===== src/rtl/arb_pkg.sv =====
package arb_pkg;
  localparam int ARB_NUM_REQ_DEF = 16;
  localparam int ARB_DEPTH_DEF   = 32;

  // Owner assigned to an entry by the equal-spread reset pattern
  function automatic int spread_owner(input int idx, input int nreq);
    return idx % nreq;
  endfunction
endpackage


===== src/rtl/slot_table.sv =====
module slot_table #(
  parameter int DEPTH   = 32,
  parameter int NUM_REQ = 16,
  localparam int IDX_W  = $clog2(DEPTH),
  localparam int ID_W   = $clog2(NUM_REQ)
) (
  input  logic             clk,
  input  logic             rst_n,
  input  logic             wr_en,
  input  logic [IDX_W-1:0] wr_addr,
  input  logic             wr_valid,
  input  logic [ID_W-1:0]  wr_id,
  input  logic [IDX_W-1:0] rd_addr,
  output logic             rd_valid,
  output logic [ID_W-1:0]  rd_id
);
  logic            ent_v  [DEPTH];
  logic [ID_W-1:0] ent_id [DEPTH];

  for (genvar g = 0; g < DEPTH; g++) begin : g_ent
    always_ff @(posedge clk or negedge rst_n) begin
      if (!rst_n) begin
        ent_v[g]  <= 1'b1;
        ent_id[g] <= ID_W'(arb_pkg::spread_owner(g, NUM_REQ));
      end else if (wr_en && wr_addr == IDX_W'(g)) begin
        ent_v[g]  <= wr_valid;
        ent_id[g] <= wr_id;
      end
    end
  end

  // Read is from the registered array: a same-cycle write is not yet seen
  assign rd_valid = ent_v[rd_addr];
  assign rd_id    = ent_id[rd_addr];

  AST_ENTRY_WRITE: assert property (@(posedge clk) disable iff (!rst_n)
    wr_en |=> (ent_v[$past(wr_addr)] == $past(wr_valid)) &&
              (ent_id[$past(wr_addr)] == $past(wr_id)));
endmodule


===== src/rtl/slot_pointer.sv =====
module slot_pointer #(
  parameter int DEPTH     = 32,
  parameter int RESET_LEN = 16,
  localparam int IDX_W    = $clog2(DEPTH)
) (
  input  logic             clk,
  input  logic             rst_n,
  input  logic             len_we,
  input  logic [IDX_W-1:0] len_m1,
  output logic [IDX_W-1:0] ptr
);
  logic [IDX_W-1:0] last_act;
  logic [IDX_W-1:0] last_pend;
  logic [IDX_W-1:0] last_next;
  logic             at_last;

  assign last_next = len_we ? len_m1 : last_pend;
  assign at_last   = (ptr == last_act);

  always_ff @(posedge clk or negedge rst_n) begin
    if (!rst_n) begin
      ptr       <= '0;
      last_act  <= IDX_W'(RESET_LEN - 1);
      last_pend <= IDX_W'(RESET_LEN - 1);
    end else begin
      last_pend <= last_next;
      if (at_last) begin
        ptr      <= '0;
        last_act <= last_next;
      end else begin
        ptr <= ptr + 1'b1;
      end
    end
  end

  AST_PTR_IN_RANGE: assert property (@(posedge clk) disable iff (!rst_n)
    ptr <= last_act);
  AST_PTR_STEP: assert property (@(posedge clk) disable iff (!rst_n)
    (ptr != last_act) |=> (ptr == $past(ptr) + 1'b1));
  AST_PTR_WRAP: assert property (@(posedge clk) disable iff (!rst_n)
    (ptr == last_act) |=> (ptr == '0));
  AST_LEN_HOLD: assert property (@(posedge clk) disable iff (!rst_n)
    (ptr != last_act) |=> $stable(last_act));
endmodule


===== src/rtl/grant_decode.sv =====
module grant_decode #(
  parameter int NUM_REQ = 16,
  localparam int ID_W   = $clog2(NUM_REQ)
) (
  input  logic               clk,
  input  logic               rst_n,
  input  logic               sel_valid,
  input  logic [ID_W-1:0]    sel_id,
  input  logic [NUM_REQ-1:0] req,
  output logic [NUM_REQ-1:0] grant
);
  for (genvar g = 0; g < NUM_REQ; g++) begin : g_bit
    assign grant[g] = sel_valid && (sel_id == ID_W'(g)) && req[g];
  end

  AST_GRANT_ONEHOT: assert property (@(posedge clk) disable iff (!rst_n)
    $onehot0(grant));
  AST_GRANT_NEEDS_REQ: assert property (@(posedge clk) disable iff (!rst_n)
    ((grant & ~req) == '0));
  AST_EMPTY_NO_GRANT: assert property (@(posedge clk) disable iff (!rst_n)
    !sel_valid |-> (grant == '0));
endmodule


===== src/rtl/slot_arbiter.sv =====
module slot_arbiter #(
  parameter int NUM_REQ = arb_pkg::ARB_NUM_REQ_DEF,
  parameter int DEPTH   = arb_pkg::ARB_DEPTH_DEF,
  localparam int IDX_W  = $clog2(DEPTH),
  localparam int ID_W   = $clog2(NUM_REQ)
) (
  input  logic               clk,
  input  logic               rst_n,
  input  logic [NUM_REQ-1:0] req,
  input  logic               ent_we,
  input  logic [IDX_W-1:0]   ent_addr,
  input  logic               ent_valid,
  input  logic [ID_W-1:0]    ent_id,
  input  logic               len_we,
  input  logic [IDX_W-1:0]   len_m1,
  output logic [NUM_REQ-1:0] grant,
  output logic               owner_valid,
  output logic [ID_W-1:0]    owner_id
);
  logic [IDX_W-1:0] ptr;

  slot_pointer #(.DEPTH(DEPTH), .RESET_LEN(NUM_REQ)) u_ptr (
    .clk(clk), .rst_n(rst_n), .len_we(len_we), .len_m1(len_m1), .ptr(ptr)
  );

  slot_table #(.DEPTH(DEPTH), .NUM_REQ(NUM_REQ)) u_tab (
    .clk(clk), .rst_n(rst_n),
    .wr_en(ent_we), .wr_addr(ent_addr), .wr_valid(ent_valid), .wr_id(ent_id),
    .rd_addr(ptr), .rd_valid(owner_valid), .rd_id(owner_id)
  );

  grant_decode #(.NUM_REQ(NUM_REQ)) u_dec (
    .clk(clk), .rst_n(rst_n), .sel_valid(owner_valid), .sel_id(owner_id),
    .req(req), .grant(grant)
  );

  AST_GRANT_MATCHES_OWNER: assert property (@(posedge clk) disable iff (!rst_n)
    (grant != '0) |-> (owner_valid && grant[owner_id]));
endmodule


===== config.mk =====
export PLATFORM = sky130hd
export DESIGN_NAME = slot_arbiter
export DESIGN_NICKNAME = d
export VERILOG_FILES = /design/src/rtl/arb_pkg.sv /design/src/rtl/slot_table.sv /design/src/rtl/slot_pointer.sv /design/src/rtl/grant_decode.sv /design/src/rtl/slot_arbiter.sv
export SDC_FILE = /design/constraint.sdc
export NUM_CORES = 1
export LEC_CHECK = 0
export CAP_MARGIN = 5
export CORE_ASPECT_RATIO = 0.7
export CORE_UTILIZATION = 34
export DETAILED_ROUTE_END_ITERATION = 6
export GPL_TIMING_DRIVEN = 0
export PLACE_DENSITY_LB_ADDON = 0.05
export SYNTH_ARGS = -nofsm -noshare
export SYNTH_HDL_FRONTEND = slang
export SYNTH_SLANG_ARGS = --single-unit

===== constraint.sdc =====
create_clock -name clk -period 4.24 [get_ports clk]
set_clock_uncertainty 0.2 [all_clocks]
set_input_delay 0.848 -clock clk [delete_from_list [all_inputs] [get_ports clk]]
set_output_delay 0.848 -clock clk [all_outputs]
set_load 0.01 [all_outputs]

Yosys cells after proc, flatten, opt, wreduce, memory -nomap -nowiden
Index checks and enable logic that the tools add are counted. W data, S select, Z words.

Word-level logic and storage cells: 191. Output and inout bits: 21. Bits in registers: 175. Input port bits: 35.

Add/sub/neg operators: 1. Muxes and demuxes: 8. Eq/ne operators: 47. Bitwise logic cells: 1. Reduce and logical (&&, ||, !) cells: 66. Order comparisons: 1.

Operators by type and width (number): $eq A5 B5 Y1 const B (16); $logic_and A1 B1 Y1 (64); $eq A5 B4 Y1 const B (8); $eq A4 B4 Y1 const B (8); $bmux W4 S5 (1); $eq A5 B3 Y1 const B (4); $eq A4 B3 Y1 const B (4); $eq A5 B2 Y1 const B (2); $mux W5 (2); $eq A4 B2 Y1 const B (2); $mux W4 (2); $ge A6 B6 Y1 const B (1); $not A5 Y6 (1); $add A5 B1 Y5 const B (1); $bmux W1 S5 (1); $eq A5 B1 Y1 const B (1); $eq A5 B5 Y1 (1); $logic_not A5 Y1 (1); $eq A4 B1 Y1 const B (1); $logic_not A4 Y1 (1); $mux W1 (2).

Longest topological paths before layout
Gate-level depths: netlist (run 1).

Depth in word-level cells: 7. Gate-level depth with buffers: 9. Depth with buffers taken out: 6.

By module
From an unflattened synthesis (run 1), not the netlist that was laid out.

Cells, all modules: 521. Area total of the unflattened synthesis: 8328.0 sq um.

By module, submodules not included: slot_table (area an instance 7532.2 sq um, sequential area each 4124.0 sq um, times used 1, cells each 454); slot_pointer (area an instance 635.6 sq um, sequential area each 385.4 sq um, times used 1, cells each 43); grant_decode (area an instance 160.2 sq um, sequential area each 0.0 sq um, times used 1, cells each 24).

Worst setup path before layout (run 1)
Ideal clock, no wire load.

Kind: reg2out. Start point: register u_ptr.ptr[2]. End point: output grant[0]. Required time: 3.192 ns. Arrival time: 2.563 ns. Slack: 0.629 ns. Stages on the path, launching flop included: 10. Path buffers: 3. Path through: dfrtp_1 -> buf_2 -> buf_2 -> clkbuf_1 -> mux4_2 -> mux4_2 -> mux2i_1 -> inv_2 -> nor2_2 -> and4b_1.

Cells in the longest elaborated chain, start to end: 7. Elaborated cells between the ends (all ways): 10. Classes of those cells: mux (6); bitwise (1); reduce/logical (3).

RTL lines: start, declared (line slot_pointer.sv:10) `output logic [IDX_W-1:0] ptr`; start signal, assigned (line slot_pointer.sv:31) `ptr <= ptr + 1'b1;`; $not A5 Y6 (not written as such) (line slot_table.sv:34) `assign rd_id = ent_id[rd_addr];`; $bmux W4 S5 (line slot_table.sv:34); $mux W4 (not written as such) (2 in a row) (line slot_table.sv:34); net owner_id[0] (line slot_arbiter.sv:18) `output logic [ID_W-1:0] owner_id`; $logic_not A4 Y1 (line grant_decode.sv:13) `assign grant[g] = sel_valid && (sel_id == ID_W'(g)) && req[g];`; $logic_and A1 B1 Y1 (2 in a row) (line grant_decode.sv:13); end, declared (line slot_arbiter.sv:16) `output logic [NUM_REQ-1:0] grant,`.

The timed path passes the listed nets, and every way through them passes these cells. The select of a mux whose other input is x is not followed.

Worst setup path in the final report (run 1)
Start point: register u_ptr.ptr[1]. End point: output grant[1].

Cells in the longest elaborated chain, start to end: 7. Elaborated cells between the ends (all ways): 10. Classes of those cells: eq/ne (1); mux (6); bitwise (1); reduce/logical (2).

RTL lines (line): $not A5 Y6 (not written as such) (*) (slot_table.sv:33, slot_table.sv:34); $bmux W4 S5 (slot_table.sv:34); $mux W4 (not written as such) (2 in a row) (slot_table.sv:34); $eq A4 B1 Y1 (grant_decode.sv:13); $logic_and A1 B1 Y1 (*) (2 in a row) (grant_decode.sv:13).

Every way passes the cells marked *; elsewhere a longest branch is shown, timed or not. The select of a mux whose other input is x is not followed.

==> results of run 1 <==
cells in the mapped netlist (3+ instances only):
master / instances / area [um2]
nor2b_1: 3 / 18.8
and4b_1: 8 / 80.1
buf_2: 5 / 25.0
nand2_1: 13 / 48.8
xnor2_1: 4 / 35.0
xor2_1: 4 / 35.0
nand2b_1: 5 / 31.3
dfrtp_1: 71 / 1780
mux4_2: 42 / 946
dfstp_2: 104 / 2730
clkbuf_1: 20 / 75.1
and4_1: 8 / 70.1
nand3_1: 5 / 25.0
buf_6: 4 / 45.0
nand4_1: 3 / 18.8
nor2_1: 19 / 71.3
nor3_1: 5 / 25.0
mux2_2: 171 / 1930
mux4_1: 8 / 210
routing by layer:
layer | wire length, um | GRT usage (%) | part of all wire (%) | vias up
li1 | - | - | - | 2159
met1 | 11300 | 29.2 | 49 | 2657
met2 | 10300 | 28.8 | 44 | 133
met3 | 1380 | 3.58 | 6.0 | 15
met4 | 223 | 4.49 | 0.96 | 0
met5 | 0 | 0 | 0 | -
report_power, final:
group	switching (mW)	total (mW)	internal, mW
logic	1.21	2.74	1.53
clock network	0.674	1.65	0.980
registers	0.182	2.35	2.17
logic make-up (layout without fill, tap and decap cells):
family / count (synthesis) / in the layout / share of synthesized area, %
fa+ha+maj: 1 / 1 / 0.148
simple gates: 81 / 81 / 5.89
mux: 225 / 225 / 37.3
flops: 175 / 175 / 53.5
buf+inv: 35 / 137 / 2.37
xor+xnor: 8 / 8 / 0.831
area by class of cell:
cell class	count	area (um2)	area share [%]
Buffer	33	268	2.62
Inverter	2	7.51	0.0734
Multi-Input combinational cell	315	3760	36.8
Timing Repair Buffer	70	676	6.60
Sequential cell	175	4510	44.1
Tap cell	318	398	3.89
Clock buffer	24	482	4.71
Clock inverter	8	129	1.26
critical path: cells and delay by family, from the launching register on:
kind          cells  cell delay [ns]
flops             1             0.36
buf+inv           5             0.72
simple gates      2             0.27
mux               3             1.39
worst min path at each step:
stage	cells past startpoint	slack, ns	endpoint	startpoint
floorplan	1	0.27	u_ptr.last_pend[4]	u_ptr.last_pend[4]
global placement	1	0.28	u_tab.ent_id[9]	u_tab.ent_id[9]
detailed placement	1	0.29	u_tab.ent_id[89]	u_tab.ent_id[89]
CTS	1	0.15	u_tab.ent_id[126]	rst_n
global route	1	0.16	u_tab.ent_id[126]	rst_n
finish	1	0.14	u_tab.ent_id[126]	rst_n
sequential cells by signal, indices dropped and copies added, names as in the netlist:
| name | cells |
|---|---|
| u_tab.ent_id | 128 |
| u_ptr.last_pend | 5 |
| u_tab.ent_v | 32 |
| u_ptr.ptr | 5 |
| u_ptr.last_act | 5 |
repair_timing:
item	4_1_cts	5_1_grt
endpoints found under the setup margin	21	19
pin swaps	5	6
gates resized for setup	96	11
cloned	2	1
hold buffers	0	0
hold endpoints to repair	0	0
setup buffers	10	3
==> impl_metrics.csv, run 1 <==
group,metric,value,unit
critical_path,worstRegToRegCells,5,
detailed_routing,post_drt_wl_per_cell,24.5,um
critical_path,r2r-start,"u_ptr.ptr[4]",
yosys,synthArstFlopShare,100,%
run_status,status,"completed",
cts,htreeDepth,4,
sta,finalSetupTns,0,ns
sta,rsz0062_at_grt,"yes",
critical_path,cp_common_cell,"buf_12",
placement,hpwl,15700,um
job,cap_viol_max_count,0,
cells_and_area,layout_commonest_cell,"mux2_2",
yosys,synthCells,525,
critical_path,cpMaxStageDelayCell,"mux4_1",
yosys,netlist_area,0.00843,mm2
grt,first_global_vias,5236,
sta,fmax,237,MHz
critical_path,critPathRequiredTime,3.19,ns
sta,hold_viol,0,
placement,placed_area,0.00942,mm2
cts,clk_pin_slew,0.06,ns
placement,io_buffers,53,
power,vdd_ir_drop_max,0.000476,V
critical_path,crit_path_end,"grant[1]",
worst_hold_path,hold_class,"in2async",
critical_path,worstSetupEndpointType,"output pin",
cts,clkSinkCount,175,
cts,clock_latency,0.43,ns
cells_and_area,finalInstanceArea,0.0102,mm2
sta,period_needed,4.22,ns
die,die_w,190,um
grt,grt_start_max_net_pins,120,
die,die_h,134,um
detailed_routing,firstDrtPassIters,4,
cells_and_area,diodes,0,
cts,cts_buffers,17,
sta,slew_violations,0,
critical_path,crit_arrival,3.17,ns
cells_and_area,area_growth,21.3,%
detailed_routing,ant_nets,0,
detailed_routing,vias_per_cell,5.25,
cells_and_area,fin_util,42.6,%
critical_path,r2r_setup_slack,1.39,ns
sta,tightestPinTransition,1.19,ns
cells_and_area,layout.nets,650,
critical_path,crit_chain,"buf_6, buf_12, buf_12, mux4_1, mux4_2, mux2_4, buf_8, nor2_8, and4b_1, buf_2",
critical_path,worstReg2RegEnd,"u_ptr.last_act[4]",
sta,hold-worst-slack,0.140,ns
die,row_count,47,
cells_and_area,drive_above_1_share,65.9,%
critical_path,start_kind,"flip-flop",
critical_path,path_max_fanout,10,
cells_and_area,final_cell_mix,"170 x mux2_2, 104 x dfstp_2, 71 x dfrtp_1, 45 x mux4_2, 32 x clkdlybuf4s50_1",
yosys,synth_nets,561,
die,pin_count,56,
detailed_routing,first_iter_violations,289,
yosys,synth_area_per_cell,16.1,um2
power,p_leak,4.18,nW
placement,place_ws,-1.01,ns
power,total_power,6.74,mW
yosys,ys_ff_latch,175,
placement,routabilityCongestion,0.799,
grt,track_usage,19.4,%
sta,min_period_over_period,99.6,%
grt,grt_pass1_wl,35000,um
sta,fin_ws,0.0178,ns
yosys,synth_edf_count,0,
yosys,yosys_most_used_dff,"dfstp_2",
critical_path,crit_path_start,"u_ptr.ptr[1]",
cells_and_area,num-fill-cells,2192,
placement,place_inst,897,
yosys,yosysSeqAreaShare,53.5,%
yosys,ys_types,37,
detailed_routing,wl,23100,um
cells_and_area,final_cells,945,
detailed_routing,vias,4964,
detailed_routing,drc_errors,0,
cts,cts_tree,"done",
grt,overflow,0,
die,fp.dieArea,0.0254,mm2
cts,cts_root_buf,"clkbuf_16",
critical_path,max_stage_delay,0.58,ns
sta,relSlewSlack,20.2,%
grt,antenna_found_initial,0,
critical_path,critPathKind,"reg2out",
yosys,yosysWarnings,0,
sta,setup_violations,0,
die,fp.coreArea,0.0240,mm2
die,start_util,35.1,%
cts,clockBufferDepth,2,
power,p_per_area,659,mW/mm2
No activity file was read; power rests on OpenSTA's default activity.
==> run 2, diff against run 1 <==
CTS_CLUSTER_DIAMETER = 50   (was unset)
SKIP_LAST_GASP = 1   (was unset)
==> impl_metrics.csv, run 2 (synthesis results as in run 1) <==
group,metric,value,unit
sta,tightestPinTransition,1.21,ns
detailed_routing,drc_errors,0,
grt,track_usage,19.4,%
cells_and_area,regMostFlops,"u_tab.ent_id",
cells_and_area,drive_above_1_share,65.9,%
cts,cts_buffers,17,
cells_and_area,regArea,0.00451,mm2
die,fp.coreArea,0.0240,mm2
grt,first_global_vias,5236,
detailed_routing,ant_nets,0,
cts,clkSinkCount,175,
critical_path,path_max_fanout,7,
die,die_h,134,um
placement,io_buffers,53,
detailed_routing,post_drt_wl_per_cell,24.6,um
sta,rsz0062_at_grt,"yes",
cells_and_area,layout_commonest_cell,"mux2_2",
sta,min_period_over_period,99.6,%
detailed_routing,vias,4987,
critical_path,worstSetupEndpointType,"output pin",
power,swShare,30.5,%
cts,cts_hold_buf,0,
grt,grt_start_max_net_pins,120,
power,p_int,4.74,mW
die,fp.dieArea,0.0254,mm2
die,row_count,47,
cells_and_area,multi_input_area,0.00376,mm2
run_status,status,"completed",
cells_and_area,num-fill-cells,2190,
sta,fmax,237,MHz
cells_and_area,final_cell_mix,"170 x mux2_2, 104 x dfstp_2, 71 x dfrtp_1, 45 x mux4_2, 32 x clkdlybuf4s50_1",
critical_path,crit_arrival,3.18,ns
cts,cts_root_buf,"clkbuf_16",
cts,clockBufferDepth,2,
die,pin_count,56,
die,die_w,190,um
sta,relSlewSlack,19.5,%
power,vdd_ir_drop_max,0.000531,V
grt,grt_pass1_wl,35000,um
job,cap_viol_max_count,0,
power,clockPowerShare,24.2,%
critical_path,r2r-start,"u_ptr.ptr[4]",
critical_path,critPathRequiredTime,3.19,ns
sta,setup_violations,0,
critical_path,critPathKind,"reg2out",
critical_path,start_kind,"flip-flop",
cts,cts_tree,"done",
sta,slew_violations,0,
placement,hpwl,15700,um
critical_path,worstReg2RegEnd,"u_ptr.last_act[4]",
cells_and_area,finalInstanceArea,0.0103,mm2
placement,routabilityCongestion,0.799,
cells_and_area,area_growth,21.7,%
die,start_util,35.1,%
cells_and_area,largest_register_ffs,128,
worst_hold_path,hold_class,"in2async",
placement,placed_area,0.00942,mm2
cells_and_area,largestRegisters,"u_tab.ent_id (128), u_tab.ent_v (32)",
sta,period_needed,4.22,ns
power,p_per_area,665,mW/mm2
cts,clock_latency,0.43,ns
power,pwr-share-seq,34.4,%
sta,hold_viol,0,
critical_path,worstRegToRegCells,5,
power,power.switching,2.08,mW
grt,overflow,0,
critical_path,r2r_setup_slack,1.38,ns
cells_and_area,layout.nets,651,
cts,clk_pin_slew,0.06,ns
power,pwr-share-comb,41.4,%
grt,antenna_found_initial,0,
cts,htreeDepth,4,
detailed_routing,first_iter_violations,288,
cells_and_area,diodes,0,
power,p_leak,4.19,nW
power,total_power,6.83,mW
detailed_routing,firstDrtPassIters,4,
detailed_routing,wl,23300,um
detailed_routing,vias_per_cell,5.27,
## run 2: layer usage
metal	part of all wire (%)	track usage, %	vias up
li1	-	-	2153
met1	48	29.2	2681
met2	45	28.8	136
met3	6.1	3.58	17
met4	0.99	4.49	0
met5	0	0	-
## run 2: final cells by class
cell class              instances  area share [%]
clock inverters                 8            1.26
multi-input cells             315            36.7
inverters                       2          0.0732
clock buffers                  24            4.69
repair buffers                 71            6.87
well taps                     318            3.88
plain buffers                  33            2.61
flip-flops and latches        175            43.9
## run 2: critical path, stage by stage (launching register included)
cell	delay (ns)
dfrtp_1	0.36
buf_6	0.12
buf_12	0.14
buf_12	0.15
mux4_2	0.55
mux4_2	0.55
mux2_4	0.36
nor2b_4	0.15
buf_6	0.10
and4_1	0.15
buf_2	0.12
## run 2: how the worst max path moves through the flow
stage                       startpoint               end  slack (ns)  cells past startpoint
after floorplan           u_ptr.ptr[2]          grant[0]        0.63                      9
after global placement           rst_n  u_tab.ent_id[18]       -5.02                      1
after detailed placement  u_ptr.ptr[2]         grant[12]       -1.01                     10
after CTS                 u_ptr.ptr[1]         grant[12]       -0.14                     10
after global routing      u_ptr.ptr[1]          grant[8]        -0.1                     11
final                     u_ptr.ptr[1]         grant[10]        0.02                     10
## run 2: metrics by stage
| step | util, % | setup slack, ns | setup TNS, ns | hold slack, ns | std cells |
|---|---|---|---|---|---|
| floorplan | - | 0.629 | 0 | 0.268 | 525 |
| global placement | 39.0 | -5.02 | -659.75 | 0.282 | 896 |
| detailed placement | 39.2 | -1.01 | -15.42 | 0.286 | 897 |
| CTS | 42.7 | -0.135 | -0.932 | 0.148 | 941 |
| global route | 42.8 | -0.0995 | -1.16 | 0.157 | 946 |
| finish | 42.8 | 0.0160 | 0 | 0.140 | 946 |
## run 2: timing repair
action | in CTS | in global routing
buffers inserted | 10 | 3
pin swaps | 5 | 6
endpoints found under the hold margin | 0 | 0
gates resized for setup | 94 | 14
cloned | 2 | 2
setup endpoints to repair | 21 | 19
## run 2: power groups by stage
stage               sequential, mW  clock (mW)  combinational, mW
global placement              2.36           0               2.39
global route                  2.40        1.78               3.01
floorplan                     2.31           0               1.69
detailed placement            2.38           0               2.42
finish                        2.35        1.65               2.83
CTS                           2.35        1.69               2.76
